`config.mk`:
```
export PLATFORM = sky130hd
export DESIGN_NAME = card_dma_remap
export DESIGN_NICKNAME = d
export VERILOG_FILES = /design/src/rtl/card_dma_pkg.sv /design/src/rtl/card_dma_req_sync.sv /design/src/rtl/card_dma_strobe_mux.sv /design/src/rtl/card_dma_pin_claim.sv /design/src/rtl/card_dma_remap.sv
export SDC_FILE = /design/constraint.sdc
export NUM_CORES = 1
export LEC_CHECK = 0
export CAP_MARGIN = 20
export CORE_AREA = 2 2 39 41
export DETAILED_ROUTE_END_ITERATION = 10
export DIE_AREA = 0 0 41 43
export PLACE_DENSITY = 0.55
export SYNTH_ARGS = -nofsm -noshare
export SYNTH_HDL_FRONTEND = slang
export SYNTH_HIERARCHICAL = 1
export SYNTH_SLANG_ARGS = --single-unit
```
`constraint.sdc`:
```
create_clock -name clk -period 2 [get_ports clk]
set_input_delay 0.6 -clock clk [delete_from_list [all_inputs] [get_ports clk]]
set_output_delay 0.6 -clock clk [all_outputs]
set_load 0.02 [all_outputs]
```
`src/rtl/card_dma_pkg.sv`:
```
package card_dma_pkg;
    typedef enum logic [1:0] {
        SRC_OFF   = 2'b00,
        SRC_INACK = 2'b01,
        SRC_WP    = 2'b10,
        SRC_SPKR  = 2'b11
    } dma_src_e;
endpackage

```
`src/rtl/card_dma_req_sync.sv`:
```
module card_dma_req_sync
    import card_dma_pkg::*;
#(
    parameter int STAGES = 2
) (
    input  logic       clk,
    input  logic       rst_n,
    input  logic       dma_on,
    input  logic [1:0] src,
    input  logic       inpack_n,
    input  logic       wp_n,
    input  logic       bvd2_n,
    output logic       req_sync,
    output logic       dreq
);
    localparam int LAST = STAGES - 1;

    typedef struct packed {
        logic [STAGES-1:0] sh;
    } sync_t;

    sync_t s_d, s_q;
    logic  raw;

    always_comb begin
        unique case (dma_src_e'(src))
            SRC_INACK: raw = ~inpack_n;
            SRC_WP:    raw = ~wp_n;
            SRC_SPKR:  raw = ~bvd2_n;
            default:   raw = 1'b0;
        endcase
        raw     = raw & dma_on;
        s_d.sh  = {s_q.sh[STAGES-2:0], raw};
    end

    always_ff @(posedge clk or negedge rst_n) begin
        if (!rst_n) s_q <= '0;
        else        s_q <= s_d;
    end

    assign req_sync = s_q.sh[LAST];
    assign dreq     = req_sync & dma_on;


    dreq_off_chk: assert property (@(posedge clk) disable iff (!rst_n)
        !dma_on |-> !dreq);

    sync_lat_chk: assert property (@(posedge clk) disable iff (!rst_n)
        $rose(req_sync) |-> $past(raw, 2));

    rst_quiet_chk: assert property (@(posedge clk)
        !rst_n |-> !dreq);
endmodule

```
`src/rtl/card_dma_strobe_mux.sv`:
```
module card_dma_strobe_mux (
    input  logic clk,
    input  logic rst_n,
    input  logic dma_on,
    input  logic dack,
    input  logic tc,
    input  logic iord_n,
    input  logic iowr_n,
    input  logic reg_n,
    input  logic oe_n,
    input  logic we_n,
    output logic card_reg_n,
    output logic card_oe_n,
    output logic card_we_n
);
    logic dma_strobe, dma_wr, dma_rd;

    always_comb begin
        dma_strobe = dma_on & dack & (~iord_n | ~iowr_n);
        dma_wr     = dma_strobe & ~iord_n;
        dma_rd     = dma_strobe & iord_n & ~iowr_n;
        card_reg_n = dma_strobe ? 1'b1 : reg_n;
        card_oe_n  = dma_wr ? ~tc : oe_n;
        card_we_n  = dma_rd ? ~tc : we_n;
    end


    ack_high_chk: assert property (@(posedge clk) disable iff (!rst_n)
        (dma_on && dack && !iord_n) |-> card_reg_n);

    tc_outside_chk: assert property (@(posedge clk) disable iff (!rst_n)
        (!dack || (iord_n && iowr_n)) |-> (card_oe_n == oe_n && card_we_n == we_n));

    wr_we_pass_chk: assert property (@(posedge clk) disable iff (!rst_n)
        (!iord_n) |-> (card_we_n == we_n));
endmodule

```
`src/rtl/card_dma_pin_claim.sv`:
```
module card_dma_pin_claim
    import card_dma_pkg::*;
(
    input  logic       clk,
    input  logic       rst_n,
    input  logic       dma_on,
    input  logic [1:0] src,
    input  logic       req_sync,
    input  logic       wp_n,
    input  logic       bvd2_n,
    input  logic       cfg_inack_en,
    output logic       stat_wp_lvl,
    output logic       spkr_out,
    output logic       inack_en
);
    logic take_wp, take_spkr, take_inack;

    always_comb begin
        take_inack  = dma_on & (dma_src_e'(src) == SRC_INACK);
        take_wp     = dma_on & (dma_src_e'(src) == SRC_WP);
        take_spkr   = dma_on & (dma_src_e'(src) == SRC_SPKR);
        stat_wp_lvl = take_wp ? req_sync : wp_n;
        spkr_out    = take_spkr ? 1'b0 : ~bvd2_n;
        inack_en    = take_inack ? 1'b0 : cfg_inack_en;
    end


    spkr_mute_chk: assert property (@(posedge clk) disable iff (!rst_n)
        (dma_on && src == 2'b11) |-> !spkr_out);

    inack_off_chk: assert property (@(posedge clk) disable iff (!rst_n)
        (dma_on && src == 2'b01) |-> !inack_en);

    stat_raw_chk: assert property (@(posedge clk) disable iff (!rst_n)
        (src != 2'b10) |-> (stat_wp_lvl == wp_n));
endmodule

```
`src/rtl/card_dma_remap.sv`:
```
module card_dma_remap
    import card_dma_pkg::*;
#(
    parameter int SYNC_STAGES = 2
) (
    input  logic       clk,
    input  logic       rst_n,
    input  logic       io_mode,
    input  logic [1:0] dma_src,
    input  logic       cfg_inack_en,
    input  logic       card_inpack_n,
    input  logic       card_wp_io16_n,
    input  logic       card_bvd2_spkr_n,
    input  logic       host_dack,
    input  logic       host_tc,
    input  logic       host_iord_n,
    input  logic       host_iowr_n,
    input  logic       host_reg_n,
    input  logic       host_oe_n,
    input  logic       host_we_n,
    output logic       host_dreq,
    output logic       stat_wp_lvl,
    output logic       card_reg_n,
    output logic       card_oe_n,
    output logic       card_we_n,
    output logic       spkr_out,
    output logic       inack_en
);
    logic dma_on;
    logic req_sync;

    assign dma_on = io_mode & (dma_src != SRC_OFF);

    card_dma_req_sync #(.STAGES(SYNC_STAGES)) u_sync (
        .clk      (clk),
        .rst_n    (rst_n),
        .dma_on   (dma_on),
        .src      (dma_src),
        .inpack_n (card_inpack_n),
        .wp_n     (card_wp_io16_n),
        .bvd2_n   (card_bvd2_spkr_n),
        .req_sync (req_sync),
        .dreq     (host_dreq)
    );

    card_dma_strobe_mux u_mux (
        .clk        (clk),
        .rst_n      (rst_n),
        .dma_on     (dma_on),
        .dack       (host_dack),
        .tc         (host_tc),
        .iord_n     (host_iord_n),
        .iowr_n     (host_iowr_n),
        .reg_n      (host_reg_n),
        .oe_n       (host_oe_n),
        .we_n       (host_we_n),
        .card_reg_n (card_reg_n),
        .card_oe_n  (card_oe_n),
        .card_we_n  (card_we_n)
    );

    card_dma_pin_claim u_claim (
        .clk          (clk),
        .rst_n        (rst_n),
        .dma_on       (dma_on),
        .src          (dma_src),
        .req_sync     (req_sync),
        .wp_n         (card_wp_io16_n),
        .bvd2_n       (card_bvd2_spkr_n),
        .cfg_inack_en (cfg_inack_en),
        .stat_wp_lvl  (stat_wp_lvl),
        .spkr_out     (spkr_out),
        .inack_en     (inack_en)
    );


    src_sel_chk: assert property (@(posedge clk) disable iff (!rst_n)
        host_dreq |-> dma_on);
endmodule

```
# Word-level counts from Yosys, hierarchy flattened

Index checks and enable logic that the tools add are counted.
Widths: inputs -> output; s select.

Eq/ne operators: 3
Multiplexer cells: 7
Bitwise logic cells: 18
Reductions and logical operators: 1

Operators with widths:

| kind               | count |
|---|---|
| $and 1x1->1        | 11 |
| $mux 1             | 6 |
| $not 1->1          | 6 |
| $eq 2x2->1 const B | 2 |
| $pmux 1 s3         | 1 |
| $eq 2x1->1 const B | 1 |
| $reduce_bool 2->1  | 1 |
| $or 1x1->1         | 1 |

Register bits after elaboration: 2
Input bits: 16
Output and inout port bits: 7
Logic and storage cells: 30

# Longest topological paths before layout

Depth in word-level cells: 7
Gate-level depth with buffers: 3
Depth with buffers taken out: 3

# Cells and area by module

Netlist, hierarchy kept.

By module, submodules not included:

| module              | times used | cells each | area an instance (sq um) | sequential area each (sq um) |
|---|---|---|---|---|
| card_dma_req_sync   | 1          | 6          | 87.6                     | 50.0 |
| card_dma_strobe_mux | 1          | 8          | 56.3                     | 0.0 |
| card_dma_pin_claim  | 1          | 5          | 40.0                     | 0.0 |
| card_dma_remap      | 1          | 1          | 7.5                      | 0.0 |

# Worst setup path after synthesis

Ideal clock, no wire load.

Path kind: input to output
From: input port dma_src[1]
To: output port card_we_n
Arrival time: 1.399 ns
Required time: 1.400 ns
Path slack: 0.001 ns
Cell stages on the path: 3
Buffers on the path: 0
Cells stage by stage: o21a_1 nand4b_1 mux2i_1

Cells in the longest elaborated chain, start to end: 7

RTL lines:

| what                      | RTL line                  | RTL |
|---|---|---|
| from (decl)               | card_dma_remap.sv:9       | `input logic [1:0] dma_src,` |
| $reduce_bool 2->1         | card_dma_remap.sv:32      | `assign dma_on = io_mode & (dma_src != SRC_OFF);` |
| $and 1x1->1               | card_dma_remap.sv:32      |  |
| $and 1x1->1 (2 in series) | card_dma_strobe_mux.sv:19 | `dma_strobe = dma_on & dack & (~iord_n \| ~iowr_n);` |
| $and 1x1->1 (2 in series) | card_dma_strobe_mux.sv:21 | `dma_rd = dma_strobe & iord_n & ~iowr_n;` |
| $mux 1                    | card_dma_strobe_mux.sv:24 | `card_we_n = dma_rd ? ~tc : we_n;` |
| to (decl)                 | card_dma_remap.sv:25      | `output logic card_we_n,` |

No other way between the ends.

# Worst setup path in the final report

From: input port dma_src[0]
To: output port stat_wp_lvl

Cells in the longest elaborated chain, start to end: 4
Elaborated cells on any way between the ends: 5
Classes of those cells: 1 x eq/ne; 1 x mux; 2 x bitwise; 1 x reduce/logical

RTL lines:

| what              | RTL line                 | RTL |
|---|---|---|
| $reduce_bool 2->1 | card_dma_remap.sv:32     |  |
| $and 1x1->1       | card_dma_remap.sv:32     |  |
| via dma_on        | card_dma_remap.sv:29     | `logic dma_on;` |
| $and 1x1->1       | card_dma_pin_claim.sv:20 | `take_wp = dma_on & (dma_src_e'(src) == SRC_WP);` |
| $mux 1            | card_dma_pin_claim.sv:22 | `stat_wp_lvl = take_wp ? req_sync : wp_n;` |
| to (decl)         | card_dma_remap.sv:22     | `output logic stat_wp_lvl,` |

The timed path passes the listed nets, and every way through them passes these cells.

==> flow_summary.yaml <==
synthesis:
  yosysWarningCount: 6
  yosys_register_bits: 2
  synthCells: 20
  ys_seq_area_share_pct: 26.14
  avgSynthCellArea_um2: 9.572
  synth_async_sr_flop_share_pct: 100.0
  syn_nets: 36
  synth_area_leaders: "dfrtp_1 (26%), mux2i_1 (16%), mux2_4 (7.8%)"
  netlist_area_um2: 191.4
  ys.flop_type: "dfrtp_1"
  ys_types: 13
  yosysTopAreaCellShare_pct: 26.14
  synth_edf_count: 0
  yosysTopAreaCell: "dfrtp_1"
  yosysMostFrequentCell: "mux2i_1"
power_and_ir_drop:
  pwr_density_cell_nw_per_um2: 463.4
  combinationalPowerShare_pct: 37.5
  clockPowerShare_pct: 41.8
  p_leak_nw: 0.2487
  swShare_pct: 26.08
  p_sw_w: 0.00005549
  p_int_w: 0.0001573
  p_seq_share_pct: 20.6
  ir_drop_uv: 117.9
  power_w: 0.0002128
layout:
  top_regs: "u_sync/s_q x2"
  final_cells: 64
  drive_above_1_share_pct: 39.58
  final_nets: 66
  area_growth_syn_to_layout_pct: 139.9
  multi_input_area_um2: 141.4
  top_register: "u_sync/s_q"
  largest_register_ffs: 2
  fill_cells: 157
  diodes: 0
  area.sequential_um2: 50.05
clock_network:
  clock_latency_ps: 220
  cts-root-buf: "clkbuf_4"
  cts_made_buffers: 3
  cts.sinks: 2
  clk_pin_slew_ps: 30
  cts_max_path_buffers: 2
  htree_levels: 1
  cts_tree: "yes"
sta:
  fin_crit_sh_pct: 102.8
  setup_ws_ps: -56.01
  slew_headroom_pct: 91.49
  max_freq_ghz: 0.4864
  fin_crit_ps: 2056
  finalSetupViolCount: 1
  setup-tns-final_ps: -56.01
  tightest_slew_ps: 124.1
  hold_slack_ps: 348.8
  grt_setup_unrepaired: "yes"
  finalHoldViolCount: 0
  drv_slew: 0
  fin_skew_ps: 0.6739
die:
  design.die.area_um2: 1763
  die_h_um: 43
  die_w_um: 41
  rows: 14
  coreArea_um2: 1384
  io_pins: 23
  start_util_pct: 13.83
grt:
  met3_usage_pct: 4.712
  grt_overflow_total: 0
  busiest_layer: "met2"
  antenna_found_initial: 0
  grt_pass1_wl_um: 993
  grt_use_met1_pct: 9.585
  met2_usage_pct: 11.56
  globalRouteTotalUtil_pct: 8.818
  first_global_vias: 281
  grt_start_max_net_pins: 7
place:
  placedCellCount: 61
  gp_congestion: 0.5702
  dp_slack_ps: -870.6
  io_buffers: 22
  hpwlAfterDp_um: 470.5
critical_path:
  crit_type: "primary input to output pin"
  cpPeakStageDelay_ps: 310
  cp_data_required_time_ps: 1400
  r2r-start: "u_sync/s_q[0]"
  startpoint: "dma_src[0]"
  cp_cell_sequence: "buf_6 > o21a_4 > nand3b_1 > mux2_4 > buf_6"
  cp-end-kind: "output pin"
  cp-start-kind: "primary input"
  cp_slowest_cell: "mux2_4"
  cp_data_arrival_time_ps: 1460
  crit_fanout: 6
  cpMostUsedCell: "buf_6"
drt:
  routed_via_density: 4.188
  drc: 0
  drtPass1Iterations: 2
  drt_first_iter_violations: 5
  dr_total_vias: 268
  postRouteAntennaNets: 0
  post_drt_wl_per_cell_um: 9.109
  routed_wl_um: 583
hold_path:
  hold_path.class: "register to register"
  worstHoldStart: "u_sync/s_q[0]"
flow_run:
  maxCapViolCount: 0
run_status:
  status: "finished, violations left"
  violations: "setup timing"
layer usage:
layer	routed length [µm]	part of all wire, %
met1	233	40
met2	299	51
met3	50	8.6
met4	0	0
met5	0	0
worst paths after layout:
| kind | endpoint | slack (ps) | cells after the start |
|---|---|---|---|
| max in group asynchronous | u_sync/s_q[0] | 1340 | 1 |
| max | stat_wp_lvl | -60 | 5 |
| min in group asynchronous | u_sync/s_q[1] | 540 | 1 |
| max reg2reg | u_sync/s_q[1] | 1540 | 0 |
| min reg2reg | u_sync/s_q[1] | 350 | 0 |
| min | u_sync/s_q[1] | 350 | 0 |
repair_timing:
action	CTS	global route
setup buffers	0	0
cloned	0	0
resized for setup	49	4
pin swaps	3	2
setup endpoints to repair	7	4
hold buffers	0	0
critical path: cells and delay by family:
family                 cells  cell delay (ps)
AO/OA/AOI/OAI              1              220
buffers and inverters      2              220
multiplexers               1              310
AND/OR/NAND/NOR            1              100
cell usage in the layout, fill, tap and decap left out:
master / count
nand4b_1: 1
a31oi_1: 1
buf_4: 5
nand2_1: 2
dlymetal6s2s_1: 2
and2_1: 1
nand3b_1: 2
dlygate4sd2_1: 3
clkdlybuf4s50_1: 7
inv_1: 2
dfrtp_1: 2
a31o_1: 1
o21a_1: 1
and4bb_1: 1
o21a_4: 1
buf_2: 5
clkbuf_4: 3
mux2_4: 1
a31o_2: 1
buf_6: 3
mux2i_1: 3
per-stage QoR:
step / util, % / cell area [µm²]
floorplan: - / 191.4
global placement: 32.82 / 454.2
detailed placement: 32.82 / 454.2
CTS: 32.46 / 449.2
global route: 33.18 / 459.2
finish: 33.18 / 459.2
cell families (layout without fill, tap and decap cells):
| group | count (synthesis) | after routing | synth area share [%] |
|---|---|---|---|
| buffers and inverters | 2 | 30 | 3.923 |
| AND/OR/NAND/NOR | 7 | 7 | 26.14 |
| flip-flops | 2 | 2 | 26.14 |
| multiplexers | 4 | 4 | 23.53 |
| AO/OA/AOI/OAI | 5 | 5 | 20.26 |
power groups by stage:
stage               logic (W)  registers, W  clock network, W
floorplan           0.0000299     0.0000441                 0
global placement    0.0000875     0.0000444                 0
detailed placement  0.0000868     0.0000445                 0
CTS                 0.0000796     0.0000440         0.0000955
global route        0.0000868     0.0000441          0.000102
finish              0.0000798     0.0000439         0.0000890
layout make-up:
| class | instances | area share [%] |
|---|---|---|
| inverter | 2 | 1.635 |
| clock buffer | 3 | 4.905 |
| timing repair buffer | 25 | 47.41 |
| sequential | 2 | 10.90 |
| tap | 16 | 4.360 |
| multi-input combinational | 16 | 30.79 |
No activity file was read; power rests on OpenSTA's default activity.
